===== src/rtl/pkw_pkg.sv =====
package pkw_pkg;
  typedef enum logic {
    MODE_HALF = 1'b0,
    MODE_FULL = 1'b1
  } ent_mode_e;
endpackage


===== src/rtl/pkw_tag_match.sv =====
module pkw_tag_match #(
  parameter int TAG_W   = 6,
  parameter int NUM_BUS = 2
) (
  input  logic [TAG_W-1:0]         tag_i,
  input  logic [NUM_BUS-1:0]       bus_vld_i,
  input  logic [NUM_BUS*TAG_W-1:0] bus_tag_i,
  output logic                     hit_o
);
  logic [NUM_BUS-1:0] bus_hit;

  generate
    for (genvar b = 0; b < NUM_BUS; b++) begin : g_bus
      assign bus_hit[b] = bus_vld_i[b] && (bus_tag_i[b*TAG_W +: TAG_W] == tag_i);
    end
  endgenerate

  assign hit_o = |bus_hit;
endmodule


===== src/rtl/pkw_alloc.sv =====
module pkw_alloc #(
  parameter int NUM_ENT = 4,
  localparam int NSLOT  = 2 * NUM_ENT,
  localparam int SLOT_W = $clog2(NSLOT)
) (
  input  logic [NSLOT-1:0]    occ_i,
  input  logic [1:0]          req_i,
  input  logic [1:0]          pack_i,
  output logic [1:0]          ok_o,
  output logic [2*SLOT_W-1:0] slot_o
);
  always_comb begin
    logic [NSLOT-1:0]  occ;
    logic              found;
    logic [SLOT_W-1:0] pick;
    occ    = occ_i;
    ok_o   = '0;
    slot_o = '0;
    for (int d = 0; d < 2; d++) begin
      found = 1'b0;
      pick  = '0;
      if (req_i[d] && (d == 0 || ok_o[0] || !req_i[0])) begin
        if (pack_i[d]) begin
          for (int e = 0; e < NUM_ENT; e++) begin
            if (!found && (occ[2*e] ^ occ[2*e+1])) begin
              found = 1'b1;
              pick  = occ[2*e] ? SLOT_W'(2*e+1) : SLOT_W'(2*e);
            end
          end
        end
        for (int e = 0; e < NUM_ENT; e++) begin
          if (!found && !occ[2*e] && !occ[2*e+1]) begin
            found = 1'b1;
            pick  = SLOT_W'(2*e);
          end
        end
        if (found) begin
          ok_o[d]                      = 1'b1;
          slot_o[d*SLOT_W +: SLOT_W]   = pick;
          occ[pick]                    = 1'b1;
          if (!pack_i[d]) occ[pick | SLOT_W'(1)] = 1'b1;
        end
      end
    end
  end
endmodule


===== src/rtl/pkw_entry.sv =====
module pkw_entry
  import pkw_pkg::*;
#(
  parameter int TAG_W   = 6,
  parameter int NUM_BUS = 2,
  parameter int OP_W    = 4
) (
  input  logic                     clk,
  input  logic                     rst_n,
  input  logic [NUM_BUS-1:0]       bus_vld_i,
  input  logic [NUM_BUS*TAG_W-1:0] bus_tag_i,
  input  logic [1:0]               wr_en_i,
  input  ent_mode_e                wr_mode_i,
  input  logic [2*TAG_W-1:0]       wr_tag_i,
  input  logic [1:0]               wr_rdy_i,
  input  logic [2*OP_W-1:0]        wr_op_i,
  input  logic [1:0]               clr_i,
  output logic [1:0]               vld_o,
  output logic                     full_o,
  output logic [1:0]               ready_o,
  output logic [2*OP_W-1:0]        op_o
);
  logic [1:0]         vld_q, vld_n, rdy_q, rdy_n, hit, clr_eff;
  ent_mode_e          mode_q, mode_n;
  logic [2*TAG_W-1:0] tag_q;
  logic [2*OP_W-1:0]  op_q;
  logic               st_en;

  generate
    for (genvar h = 0; h < 2; h++) begin : g_half
      pkw_tag_match #(.TAG_W(TAG_W), .NUM_BUS(NUM_BUS)) u_match (
        .tag_i     (tag_q[h*TAG_W +: TAG_W]),
        .bus_vld_i (bus_vld_i),
        .bus_tag_i (bus_tag_i),
        .hit_o     (hit[h])
      );
    end
  endgenerate

  assign clr_eff[0] = clr_i[0];
  assign clr_eff[1] = (mode_q == MODE_FULL) ? clr_i[0] : clr_i[1];

  always_comb begin
    vld_n  = vld_q;
    rdy_n  = rdy_q;
    mode_n = mode_q;
    for (int h = 0; h < 2; h++) begin
      if (vld_q[h] && hit[h]) rdy_n[h] = 1'b1;
      if (clr_eff[h])         vld_n[h] = 1'b0;
      if (wr_en_i[h]) begin
        vld_n[h] = 1'b1;
        rdy_n[h] = wr_rdy_i[h];
      end
    end
    if (|wr_en_i) mode_n = wr_mode_i;
  end

  assign st_en = (|wr_en_i) || (|clr_i) || (|(hit & vld_q));

  always_ff @(posedge clk or negedge rst_n) begin
    if (!rst_n) begin
      vld_q  <= '0;
      rdy_q  <= '0;
      mode_q <= MODE_HALF;
    end else if (st_en) begin
      vld_q  <= vld_n;
      rdy_q  <= rdy_n;
      mode_q <= mode_n;
    end
  end

  always_ff @(posedge clk) begin
    if (wr_en_i[0]) begin
      tag_q[0 +: TAG_W] <= wr_tag_i[0 +: TAG_W];
      op_q[0 +: OP_W]   <= wr_op_i[0 +: OP_W];
    end
    if (wr_en_i[1]) begin
      tag_q[TAG_W +: TAG_W] <= wr_tag_i[TAG_W +: TAG_W];
      op_q[OP_W +: OP_W]    <= wr_op_i[OP_W +: OP_W];
    end
  end

  assign vld_o      = vld_q;
  assign full_o     = (mode_q == MODE_FULL);
  assign ready_o[0] = vld_q[0] && rdy_q[0] && ((mode_q == MODE_HALF) || rdy_q[1]);
  assign ready_o[1] = vld_q[1] && rdy_q[1] && (mode_q == MODE_HALF);
  assign op_o       = op_q;
endmodule


===== src/rtl/pkw_wakeup_array.sv =====
module pkw_wakeup_array
  import pkw_pkg::*;
#(
  parameter int NUM_ENT = 4,
  parameter int TAG_W   = 6,
  parameter int NUM_BUS = 2,
  parameter int OP_W    = 4,
  localparam int NSLOT  = 2 * NUM_ENT,
  localparam int SLOT_W = $clog2(NSLOT)
) (
  input  logic                     clk,
  input  logic                     rst_n,
  input  logic [1:0]               disp_vld,
  input  logic [2*TAG_W-1:0]       disp_src0_tag,
  input  logic [2*TAG_W-1:0]       disp_src1_tag,
  input  logic [1:0]               disp_src0_rdy,
  input  logic [1:0]               disp_src1_rdy,
  input  logic [2*OP_W-1:0]        disp_op,
  output logic [1:0]               disp_ok,
  output logic [2*SLOT_W-1:0]      disp_slot,
  input  logic [NUM_BUS-1:0]       bus_vld,
  input  logic [NUM_BUS*TAG_W-1:0] bus_tag,
  input  logic [NSLOT-1:0]         iss_clr,
  output logic [NSLOT-1:0]         slot_rdy,
  output logic [NSLOT*OP_W-1:0]    slot_op
);
  logic [1:0]         byp0, byp1, eff0, eff1, pack, trk_rdy;
  logic [2*TAG_W-1:0] trk_tag;
  logic [NSLOT-1:0]   slot_vld;
  logic [NUM_ENT-1:0] ent_full;

  // Same-cycle broadcast bypass on the incoming source tags.
  generate
    for (genvar d = 0; d < 2; d++) begin : g_disp
      pkw_tag_match #(.TAG_W(TAG_W), .NUM_BUS(NUM_BUS)) u_byp0 (
        .tag_i(disp_src0_tag[d*TAG_W +: TAG_W]), .bus_vld_i(bus_vld),
        .bus_tag_i(bus_tag), .hit_o(byp0[d]));
      pkw_tag_match #(.TAG_W(TAG_W), .NUM_BUS(NUM_BUS)) u_byp1 (
        .tag_i(disp_src1_tag[d*TAG_W +: TAG_W]), .bus_vld_i(bus_vld),
        .bus_tag_i(bus_tag), .hit_o(byp1[d]));
      assign eff0[d]    = disp_src0_rdy[d] | byp0[d];
      assign eff1[d]    = disp_src1_rdy[d] | byp1[d];
      assign pack[d]    = eff0[d] | eff1[d];
      assign trk_rdy[d] = eff0[d] & eff1[d];
      assign trk_tag[d*TAG_W +: TAG_W] = eff0[d] ? disp_src1_tag[d*TAG_W +: TAG_W]
                                                 : disp_src0_tag[d*TAG_W +: TAG_W];
    end
  endgenerate

  pkw_alloc #(.NUM_ENT(NUM_ENT)) u_alloc (
    .occ_i  (slot_vld),
    .req_i  (disp_vld),
    .pack_i (pack),
    .ok_o   (disp_ok),
    .slot_o (disp_slot)
  );

  generate
    for (genvar e = 0; e < NUM_ENT; e++) begin : g_ent
      logic [1:0]         wr_en, wr_rdy;
      ent_mode_e          wr_mode;
      logic [2*TAG_W-1:0] wr_tag;
      logic [2*OP_W-1:0]  wr_op;

      always_comb begin
        wr_en   = '0;
        wr_rdy  = '0;
        wr_mode = MODE_HALF;
        wr_tag  = '0;
        wr_op   = '0;
        for (int d = 0; d < 2; d++) begin
          if (disp_ok[d]) begin
            if (pack[d]) begin
              for (int h = 0; h < 2; h++) begin
                if (disp_slot[d*SLOT_W +: SLOT_W] == SLOT_W'(2*e+h)) begin
                  wr_en[h]                = 1'b1;
                  wr_rdy[h]               = trk_rdy[d];
                  wr_tag[h*TAG_W +: TAG_W] = trk_tag[d*TAG_W +: TAG_W];
                  wr_op[h*OP_W +: OP_W]   = disp_op[d*OP_W +: OP_W];
                end
              end
            end else if (disp_slot[d*SLOT_W +: SLOT_W] == SLOT_W'(2*e)) begin
              wr_en   = 2'b11;
              wr_mode = MODE_FULL;
              wr_rdy  = {eff1[d], eff0[d]};
              wr_tag  = {disp_src1_tag[d*TAG_W +: TAG_W], disp_src0_tag[d*TAG_W +: TAG_W]};
              wr_op   = {2{disp_op[d*OP_W +: OP_W]}};
            end
          end
        end
      end

      pkw_entry #(.TAG_W(TAG_W), .NUM_BUS(NUM_BUS), .OP_W(OP_W)) u_entry (
        .clk       (clk),
        .rst_n     (rst_n),
        .bus_vld_i (bus_vld),
        .bus_tag_i (bus_tag),
        .wr_en_i   (wr_en),
        .wr_mode_i (wr_mode),
        .wr_tag_i  (wr_tag),
        .wr_rdy_i  (wr_rdy),
        .wr_op_i   (wr_op),
        .clr_i     (iss_clr[2*e +: 2]),
        .vld_o     (slot_vld[2*e +: 2]),
        .full_o    (ent_full[e]),
        .ready_o   (slot_rdy[2*e +: 2]),
        .op_o      (slot_op[2*e*OP_W +: 2*OP_W])
      );
    end
  endgenerate
endmodule


===== config.mk =====
export PLATFORM = sky130hd
export DESIGN_NAME = pkw_wakeup_array
export DESIGN_NICKNAME = d
export VERILOG_FILES = /design/src/rtl/pkw_pkg.sv /design/src/rtl/pkw_tag_match.sv /design/src/rtl/pkw_alloc.sv /design/src/rtl/pkw_entry.sv /design/src/rtl/pkw_wakeup_array.sv
export SDC_FILE = /design/constraint.sdc
export NUM_CORES = 1
export LEC_CHECK = 0
export BUFFER_PORTS_ARGS = -buffer_cell sky130_fd_sc_hd__buf_2
export CAP_MARGIN = 0
export CORE_ASPECT_RATIO = 0.75
export CORE_UTILIZATION = 50
export CTS_CLUSTER_DIAMETER = 80
export CTS_CLUSTER_SIZE = 8
export DETAILED_ROUTE_END_ITERATION = 10
export PLACE_DENSITY = 0.74
export SETUP_SLACK_MARGIN = 0.5
export SLEW_MARGIN = 20
export SYNTH_ARGS = -nofsm -noshare
export SYNTH_HDL_FRONTEND = slang
export SYNTH_SLANG_ARGS = --single-unit

===== constraint.sdc =====
create_clock -name clk -period 5 [get_ports clk]
set_clock_uncertainty 0.2 [all_clocks]
set_input_delay 0.5 -clock clk [delete_from_list [all_inputs] [get_ports clk]]
set_output_delay 0.5 -clock clk [all_outputs]
set_load 0.005 [all_outputs]

==> results of run 1 <==
-- metal layers --
| metal | global-route usage (%) | up-vias |
|---|---|---|
| li1 | - | 3461 |
| met5 | 0 | - |
| met3 | 10.8 | 102 |
| met4 | 13.9 | 2 |
| met1 | 47.3 | 3714 |
| met2 | 50.6 | 557 |
-- placed cells by master, fill, tap and decap left out, types with 5 or more instances in the layout --
master,instances
nor2_2,5
nor3_1,24
buf_4,91
nand4_1,26
buf_6,9
nand3_1,13
edfxtp_1,80
and3_1,7
and2_1,5
a21oi_1,26
a211o_1,8
a21oi_2,7
xnor2_1,82
nor2_1,36
o211ai_1,5
o21ai_0,43
dfrtp_1,16
clkbuf_16,9
xor2_1,62
nand2b_1,15
inv_1,24
buf_2,105
o22ai_1,26
or4_1,7
a222oi_1,5
o21ai_1,6
nand2_1,74
mux2i_1,26
a311o_1,7
nor4_1,9
a221oi_2,6
-- repair_timing --
action,4_1_cts,5_1_grt
hold buffers,1,0
cloned,0,1
endpoints found under the setup margin,158,139
pin swaps,4,27
hold endpoints to repair,20,0
setup buffers,7,27
gates resized for setup,12,53
-- kinds of logic after synthesis --
family,count (synthesis),synth area share [%]
AND/OR/NAND/NOR,263,17.5
AO/OA/AOI/OAI,210,20.3
XOR/XNOR,148,16.5
flip-flops,100,36.9
buffers and inverters,85,4.56
multiplexers,30,3.86
adder cells (fa/ha/maj),3,0.445
-- final cells by class --
cell class / instances / area (µm²)
repair inverters: 1 / 7.51
fillers: 1258 / 5390
repair buffers: 210 / 1400
well taps: 205 / 256
flip-flops and latches: 100 / 2910
multi-input cells: 654 / 4920
inverters: 32 / 134
clock buffers: 9 / 225
clock inverters: 7 / 87.6
-- path summary, 6_finish.rpt --
check | to
max | disp_slot[4]
max in group asynchronous | g_ent[0].u_entry.vld_o[1]$_DFFE_PN0P_
min | g_ent[2].u_entry.vld_o[0]$_DFFE_PN0P_
max reg2reg | g_ent[1].u_entry.tag_q[3]$_DFFE_PP_
min in group asynchronous | g_ent[3].u_entry.vld_o[1]$_DFFE_PN0P_
min reg2reg | g_ent[0].u_entry.rdy_q[1]$_DFFE_PN0P_
-- critical path, delay by kind of cell --
| family | cells | cell delay, ns |
|---|---|---|
| compound gates | 3 | 0.73 |
| xor+xnor | 1 | 0.14 |
| buf+inv | 8 | 1.24 |
| simple gates | 6 | 1.26 |
-- flip-flops by register name, indices dropped and copies added, names as in the netlist --
signal                count
g_ent.u_entry.rdy_q       8
g_ent.u_entry.vld_o       8
g_ent.u_entry.tag_q      48
g_ent.u_entry.op_o       32
g_ent.u_entry.full_o      4
-- power by group through the flow --
stage	registers (µW)	clock network [µW]	logic, µW
3_3_place_gp	1880	0	4020
4_1_cts	1880	745	4200
5_1_grt	1920	783	5030
6_report	1880	742	4730
3_5_place_dp	1880	0	4080
2_1_floorplan	1820	0	2850
-- stage by stage --
stage	cells	hold WS (ns)	area [µm²]
after floorplan	839	0.00441	8070
after global placement	1166	0.281	9080
after detailed placement	1166	0.284	9080
after CTS	1190	0.134	9510
after global routing	1218	0.151	9940
final	1218	0.122	9940
==> flow_summary.yaml, run 1 <==
routing:
  wirelength_mm: 28.5
  detail-route-antenna-nets: 0
  dr.max_layer_used: "met5"
  vias: 7836
  drtPass1Iterations: 7
  wl_met1_mm: 11.2
  dr_wl_met2_mm: 12.2
  drt_iter0_markers: 1026
  drc: 0
  vias_per_cell: 6.43
  wl_per_cell_um: 23.4
  met3_wirelength_mm: 3.96
cells_and_area:
  nNetsFinal: 1072
  antennaDiodeCount: 0
  final_util_pct: 64.9
  final_layout_size_suffix_gt1_share_pct: 31.7
  syn2layout_area_growth_pct: 26.3
critical_path:
  cp-startpoint: "bus_tag[6]"
  worst_ep_required_time_ns: 4.30
  path_cells: "buf_8 > buf_12 > xnor2_2 > nand4_1 > nor4_2 > buf_4 > nor4_4 > buf_6 > a21o_1 > buf_4 > a2111oi_2 > nor2_1 > nor3_1 > a31oi_2 > buf_4 > nand2_2 > inv_1 > buf_2"
  timing.critical_path.to_type: "primary output"
  start_kind: "primary input"
  arrival_ns: 3.90
  reg2reg_from: "g_ent[2].u_entry.vld_o[1]$_DFFE_PN0P_"
  cpPeakStageDelay_ns: 0.40
  cpMostUsedCell: "buf_4"
  regToRegSetupSlack_ns: 0.48
  cp_slowest_cell: "a2111oi_2"
  worst_r2r_path_depth: 17
  critPathKind: "in -> out"
  cp_max_fo: 14
sta:
  fin_tns_setup_ns: 0
  finalHoldViolCount: 0
  fin_crit_sh_pct: 91.9
  rsz0062_at_grt: "yes"
  worst_slew_pin_slew_ns: 0.948
  drv_slew: 0
  period_minus_slack_ns: 4.60
  max_freq_mhz: 218
  slew-limit-headroom_pct: 35.0
  setup_slack_ns: 0.405
  setup_viol: 0
floorplan:
  rows: 39
  die_y_um: 111
  die-width_um: 147
  start_util_pct: 51.3
  coreArea_mm2: 0.0153
  top_level_ports: 110
  die_area_mm2: 0.0162
clocking:
  cts_buffers: 9
  cts-root-buf: "clkbuf_16"
  cts_tree: "done"
  clkLatencyLatePin_ns: 0.35
  clock_path_buffers: 2
  clk_pin_slew_ns: 0.08
  cts_sinks: 100
  htree_levels: 3
power_and_ir_drop:
  power_uw: 7360
  leakage_uw: 0.00386
  p_int_uw: 3910
  seq_power_share_pct: 25.6
  p_sw_share_pct: 46.9
  combPwrFrac_pct: 64.3
  clkPwrFrac_pct: 10.1
  p_sw_uw: 3450
  ir_drop_mv: 0.567
  cellPowerDensity_mw_per_mm2: 741
place:
  port_buffers: 109
  place.gp.congestion: 1.05
  dp_slack_ns: 0.0634
  dp_hpwl_mm: 20.9
yosys:
  synth.area.top_cells: "edfxtp_1, xnor2_1, xor2_1"
  ys_types: 85
  synth_common_cells: "xnor2_1, edfxtp_1, nand2_1, xor2_1, o21ai_0"
  async_reset_ff_share_pct: 20.0
  yosys.area.top_type: "edfxtp_1"
  syn-mean-instance-area_um2: 9.38
  synth_most_common_cell: "xnor2_1"
  syn_inst: 839
  syn-num-nets: 903
  ys_warn_count: 0
  synth.top_cell.area_share_pct: 30.5
  synth_area_mm2: 0.00787
  ys_ff_latch: 100
  synth_edf_count: 80
  synth_top_flop_cell: "edfxtp_1"
  yosysSeqAreaShare_pct: 36.9
job:
  drv_cap: 0
run_status:
  status: "finished clean"
worst_hold_path:
  hold_start: "iss_clr[4]"
  min_path_type: "in -> reg"
  min_path_cells: 2
global_routing:
  grt_pass1_vias: 7251
  antenna_found_initial: 1
  grt_pass1_wl_mm: 42.2
  gr-total-overflow: 0
  grt_max_degree: 21
  grt_usage_pct: 34.6
Power figures use the tool's default switching activity.
==> run 2, diff against run 1 <==
CORE_MARGIN = 2   (was default)
==> flow_summary.yaml, run 2 (synthesis gave the netlist of run 1 again) <==
run_status:
  status: "finished clean"
cells_and_area:
  most-common-layout-cells: "buf_4, buf_2, xnor2_1, edfxtp_1, nand2_1"
  antennaDiodeCount: 0
  syn2layout_area_growth_pct: 26.8
  nNetsFinal: 1076
  layout_commonest_cell: "buf_4"
  largest_reg_flops: 48
  design_area_mm2: 0.00998
  final_layout_size_suffix_gt1_share_pct: 32.1
  largest-register: "g_ent.u_entry.tag_q"
critical_path:
  path_cells: "buf_8 > xor2_1 > nor2_1 > a41o_1 > or4_4 > a211oi_4 > nor3_4 > and2_4 > or2_4 > ha_4 > and4_4 > nor4_4 > o21ai_4 > buf_6 > a221oi_4 > buf_6 > a21oi_4 > a221oi_2"
  reg2reg_from: "g_ent[0].u_entry.vld_o[0]$_DFFE_PN0P_"
  critPathKind: "in -> reg"
  timing.critical_path.buf_inv: 3
  cpMostUsedCell: "buf_6"
  cp-startpoint: "disp_src0_tag[4]"
  start_kind: "primary input"
  arrival_ns: 4.51
  timing.critical_path.to_type: "flip-flop"
  cpPeakStageDelay_ns: 0.64
  cp_max_fo: 6
  cp_top_family: "simple AND/OR/NAND/NOR gates"
  cp_slowest_cell: "or4_4"
  worst_ep_required_time_ns: 4.98
sta:
  drv_slew: 0
  rsz0062_at_grt: "yes"
  period_minus_slack_ns: 4.54
  fin_crit_sh_pct: 90.7
  worst_slew_pin_slew_ns: 0.971
  finalHoldViolCount: 0
  slew-limit-headroom_pct: 35.0
  setup_viol: 0
  max_freq_mhz: 220
  fin_tns_setup_ns: 0
clocking:
  clock_path_buffers: 2
  clkLatencyLatePin_ns: 0.35
  cts_sinks: 100
  htree_levels: 3
  cts_tree: "done"
  cts-root-buf: "clkbuf_16"
  clk_pin_slew_ns: 0.07
  cts_buffers: 9
worst_hold_path:
  min_path_type: "in -> reg"
  hold_start: "iss_clr[4]"
global_routing:
  grt_usage_pct: 33.7
  grt_pass1_wl_mm: 42.4
  gr-total-overflow: 0
  grt_pass1_vias: 7297
  grt_max_degree: 21
  antenna_found_initial: 2
place:
  dp_hpwl_mm: 21.3
  port_buffers: 109
  place.gp.congestion: 1.01
  place_area_mm2: 0.00914
routing:
  detail-route-antenna-nets: 0
  vias: 7961
  wl_per_cell_um: 24.1
  drc: 0
  wirelength_mm: 29.4
  drtPass1Iterations: 7
  drt_iter0_markers: 1043
  vias_per_cell: 6.51
floorplan:
  rows: 39
  die_area_mm2: 0.0168
  die_y_um: 113
  top_level_ports: 110
  die-width_um: 149
  start_util_pct: 51.3
  coreArea_mm2: 0.0153
power_and_ir_drop:
  ir_drop_mv: 0.458
  cellPowerDensity_mw_per_mm2: 730
  leakage_uw: 0.00388
job:
  drv_cap: 0
[run 2: cell count changes in the layout (fill, tap and decap cells not counted), moves of 3 or more]
cell     delta
buf_2       -6
buf_4      +13
buf_6       -4
o21ai_2     -3
xor2_1      -3
xor2_2      +3
[run 2: report_power, final]
group	leakage [µW]	internal [µW]	switching (µW)
clock network	0.000137	349	341
logic	0.00277	1870	2830
registers	0.000968	1590	306
total	0.00388	3810	3470
[run 2: per-layer routing]
layer / GRT usage, % / part of all wire (%) / up-vias
met4: 9.65 / 3.7 / 2
met3: 10.6 / 13 / 107
li1: - / - / 3468
met5: 0 / 0.041 / -
met2: 51.8 / 43 / 625
met1: 46.2 / 40 / 3759
[run 2: per-stage QoR]
stage	hold slack [ns]	setup slack, ns	total power (µW)	cells	util, %
after detailed placement	0.290	0.0244	6000	1174	59.7
after global routing	0.144	0.376	7620	1222	65.1
after floorplan	0.00441	0.457	4670	839	-
final	0.143	0.465	7280	1222	65.1
after global placement	0.285	0.0968	5950	1174	59.7
after CTS	0.139	0.484	6820	1197	62.4
[run 2: cell type report]
class                      instances  area (µm²)
clock buffer                      10         229
clock inverter                     6        56.3
fill                            1225        5350
inverter                          32         133
multi-input combinational        654        4980
sequential                       100        2910
tap                              205         256
timing repair buffer             215        1410
[run 2: path summary, 6_finish.rpt]
kind,end,slack (ns),depth (start not counted)
setup / recovery,g_ent[0].u_entry.tag_q[9]$_DFFE_PP_,0.46,18
max in group asynchronous,g_ent[0].u_entry.vld_o[1]$_DFFE_PN0P_,3.75,2
min in group asynchronous,g_ent[3].u_entry.rdy_q[1]$_DFFE_PN0P_,0.46,2
hold reg to reg,g_ent[1].u_entry.rdy_q[0]$_DFFE_PN0P_,0.36,2
setup reg to reg,g_ent[0].u_entry.tag_q[9]$_DFFE_PP_,0.59,19
hold / removal,g_ent[2].u_entry.vld_o[0]$_DFFE_PN0P_,0.14,2
[run 2: what timing repair did]
action / CTS / global route
buffers inserted: 6 / 25
gates resized for setup: 13 / 62
pin swaps: 5 / 30
endpoints found under the setup margin: 147 / 165
hold endpoints to repair: 20 / 0
hold buffers: 1 / 0
==> run 3, diff against run 2 <==
RECOVER_POWER = 100   (was default)
==> flow_summary.yaml, run 3 (synthesis gave the netlist of run 1 again) <==
cells_and_area:
  fill_cells: 1235
  nNetsFinal: 1076
  most-common-layout-cells: "buf_4, buf_2, xnor2_1, edfxtp_1, nand2_1"
  final_layout_size_suffix_gt1_share_pct: 30.1
  syn2layout_area_growth_pct: 26.3
  largest_reg_flops: 48
  largest-register: "g_ent.u_entry.tag_q"
  final_util_pct: 64.9
  antennaDiodeCount: 0
  design_area_mm2: 0.00994
  layout_commonest_cell: "buf_4"
global_routing:
  antenna_found_initial: 2
  grt_max_degree: 21
  gr-total-overflow: 0
  grt_pass1_wl_mm: 42.4
  grt_usage_pct: 33.7
  grt_pass1_vias: 7297
sta:
  fin_crit_sh_pct: 93.0
  rsz0062_at_grt: "yes"
  slew-limit-headroom_pct: 14.7
  hold_ws_ns: 0.149
  max_freq_mhz: 215
  fin_tns_setup_ns: 0
  finalHoldViolCount: 0
  worst_slew_pin_slew_ns: 1.28
  drv_slew: 0
  setup_viol: 0
  period_minus_slack_ns: 4.65
place:
  dp_hpwl_mm: 21.3
  place.gp.congestion: 1.01
  port_buffers: 109
  place_area_mm2: 0.00914
critical_path:
  arrival_ns: 4.63
  timing.critical_path.to_type: "flip-flop"
  worst_r2r_path_depth: 21
  worst_ep_required_time_ns: 4.98
  reg2reg_to: "g_ent[0].u_entry.tag_q[9]$_DFFE_PP_"
  cp_slowest_cell: "dfrtp_1"
  path_cells: "clkbuf_1 > nor2_1 > buf_4 > nor2_1 > nand2_1 > o21ai_0 > a21o_1 > clkinv_4 > nand3_4 > nor3_4 > and2_4 > or2_4 > ha_4 > and4_4 > nor4_4 > o21ai_4 > buf_6 > a221oi_4 > buf_6 > a21oi_4 > a221oi_2"
  cp_top_family: "simple AND/OR/NAND/NOR gates"
  cp-startpoint: "g_ent[0].u_entry.vld_o[0]$_DFFE_PN0P_"
  reg2reg_from: "g_ent[0].u_entry.vld_o[0]$_DFFE_PN0P_"
  critPathKind: "reg -> reg"
  cpPeakStageDelay_ns: 0.46
  crit_cells: 21
  regToRegSetupSlack_ns: 0.35
  start_kind: "flip-flop"
  timing.critical_path.buf_inv: 5
  cp_max_fo: 7
routing:
  drtPass1Iterations: 8
  drc: 0
  vias_per_cell: 6.51
  wl_per_cell_um: 24.1
  detail-route-antenna-nets: 0
  vias: 7961
  wirelength_mm: 29.4
  drt_iter0_markers: 1104
worst_hold_path:
  min_path_type: "in -> reg"
  hold_end: "g_ent[1].u_entry.vld_o[0]$_DFFE_PN0P_"
  min_path_cells: 2
  hold_start: "iss_clr[2]"
clocking:
  cts-root-buf: "clkbuf_16"
  cts_tree: "done"
  cts_buffers: 9
  clock_path_buffers: 2
  htree_levels: 3
  cts_sinks: 100
  clkLatencyLatePin_ns: 0.35
  clk_pin_slew_ns: 0.07
floorplan:
  die_y_um: 113
  start_util_pct: 51.3
  die-width_um: 149
  coreArea_mm2: 0.0153
  top_level_ports: 110
  rows: 39
  die_area_mm2: 0.0168
power_and_ir_drop:
  p_sw_share_pct: 47.8
  seq_power_share_pct: 26.1
  p_sw_uw: 3460
  cellPowerDensity_mw_per_mm2: 729
  clkPwrFrac_pct: 9.5
  leakage_uw: 0.00384
  ir_drop_mv: 0.455
  combPwrFrac_pct: 64.3
  p_int_uw: 3780
run_status:
  status: "finished clean"
job:
  drv_cap: 0
-- run 3: how the worst max path moves through the flow --
stage,end,slack [ns]
after floorplan,g_ent[0].u_entry.op_o[4]$_DFFE_PP_,0.46
after global placement,g_ent[0].u_entry.tag_q[6]$_DFFE_PP_,0.1
after detailed placement,g_ent[0].u_entry.tag_q[6]$_DFFE_PP_,0.02
after CTS,disp_slot[4],0.48
after global routing,g_ent[0].u_entry.tag_q[10]$_DFFE_PP_,0.16
final,g_ent[0].u_entry.tag_q[9]$_DFFE_PP_,0.35
-- run 3: timing repair --
action	CTS	global route
endpoints found under the setup margin	147	165
cloned	0	0
resized for setup	13	62
hold endpoints to repair	20	0
pin swaps	5	30
buffers inserted	6	25
hold buffers	1	0
-- run 3: layout make-up --
type | instances | area [µm²] | share of cell area [%]
multi-input combinational | 654 | 4970 | 50.0
sequential | 100 | 2910 | 29.2
timing repair buffer | 215 | 1390 | 14.0
tap | 205 | 256 | 2.58
clock buffer | 10 | 229 | 2.30
clock inverter | 6 | 56.3 | 0.566
inverter | 32 | 133 | 1.33
-- run 3: routing by layer --
layer | global-route usage (%) | up-vias | wire length, µm
li1 | - | 3467 | -
met4 | 9.65 | 2 | 1170
met5 | 0 | - | 12
met3 | 10.6 | 117 | 4250
met2 | 51.8 | 637 | 12700
met1 | 46.2 | 3738 | 11300
-- run 3: worst reg2reg max path, delay by kind of cell (launching register included) --
kind                       cells  cell delay, ns
DFF                            1            0.46
buffers and inverters          5            0.98
and+or+nand+nor                9            1.53
AOI/OAI and AO/OA              6            1.08
adders and majority gates      1            0.24
-- run 3: metrics by stage --
stage	cells	setup WS, ns	total power (µW)
global placement	1174	0.0968	5950
floorplan	839	0.457	4670
detailed placement	1174	0.0244	6000
finish	1222	0.352	7240
global route	1222	0.163	7580
CTS	1197	0.484	6820
-- run 3: power by group through the flow --
stage               combinational (µW)  clock, µW  sequential [µW]
floorplan                         2850          0             1820
global placement                  4060          0             1880
detailed placement                4110          0             1890
CTS                               4250        689             1890
global route                      4930        723             1930
finish                            4660        691             1890
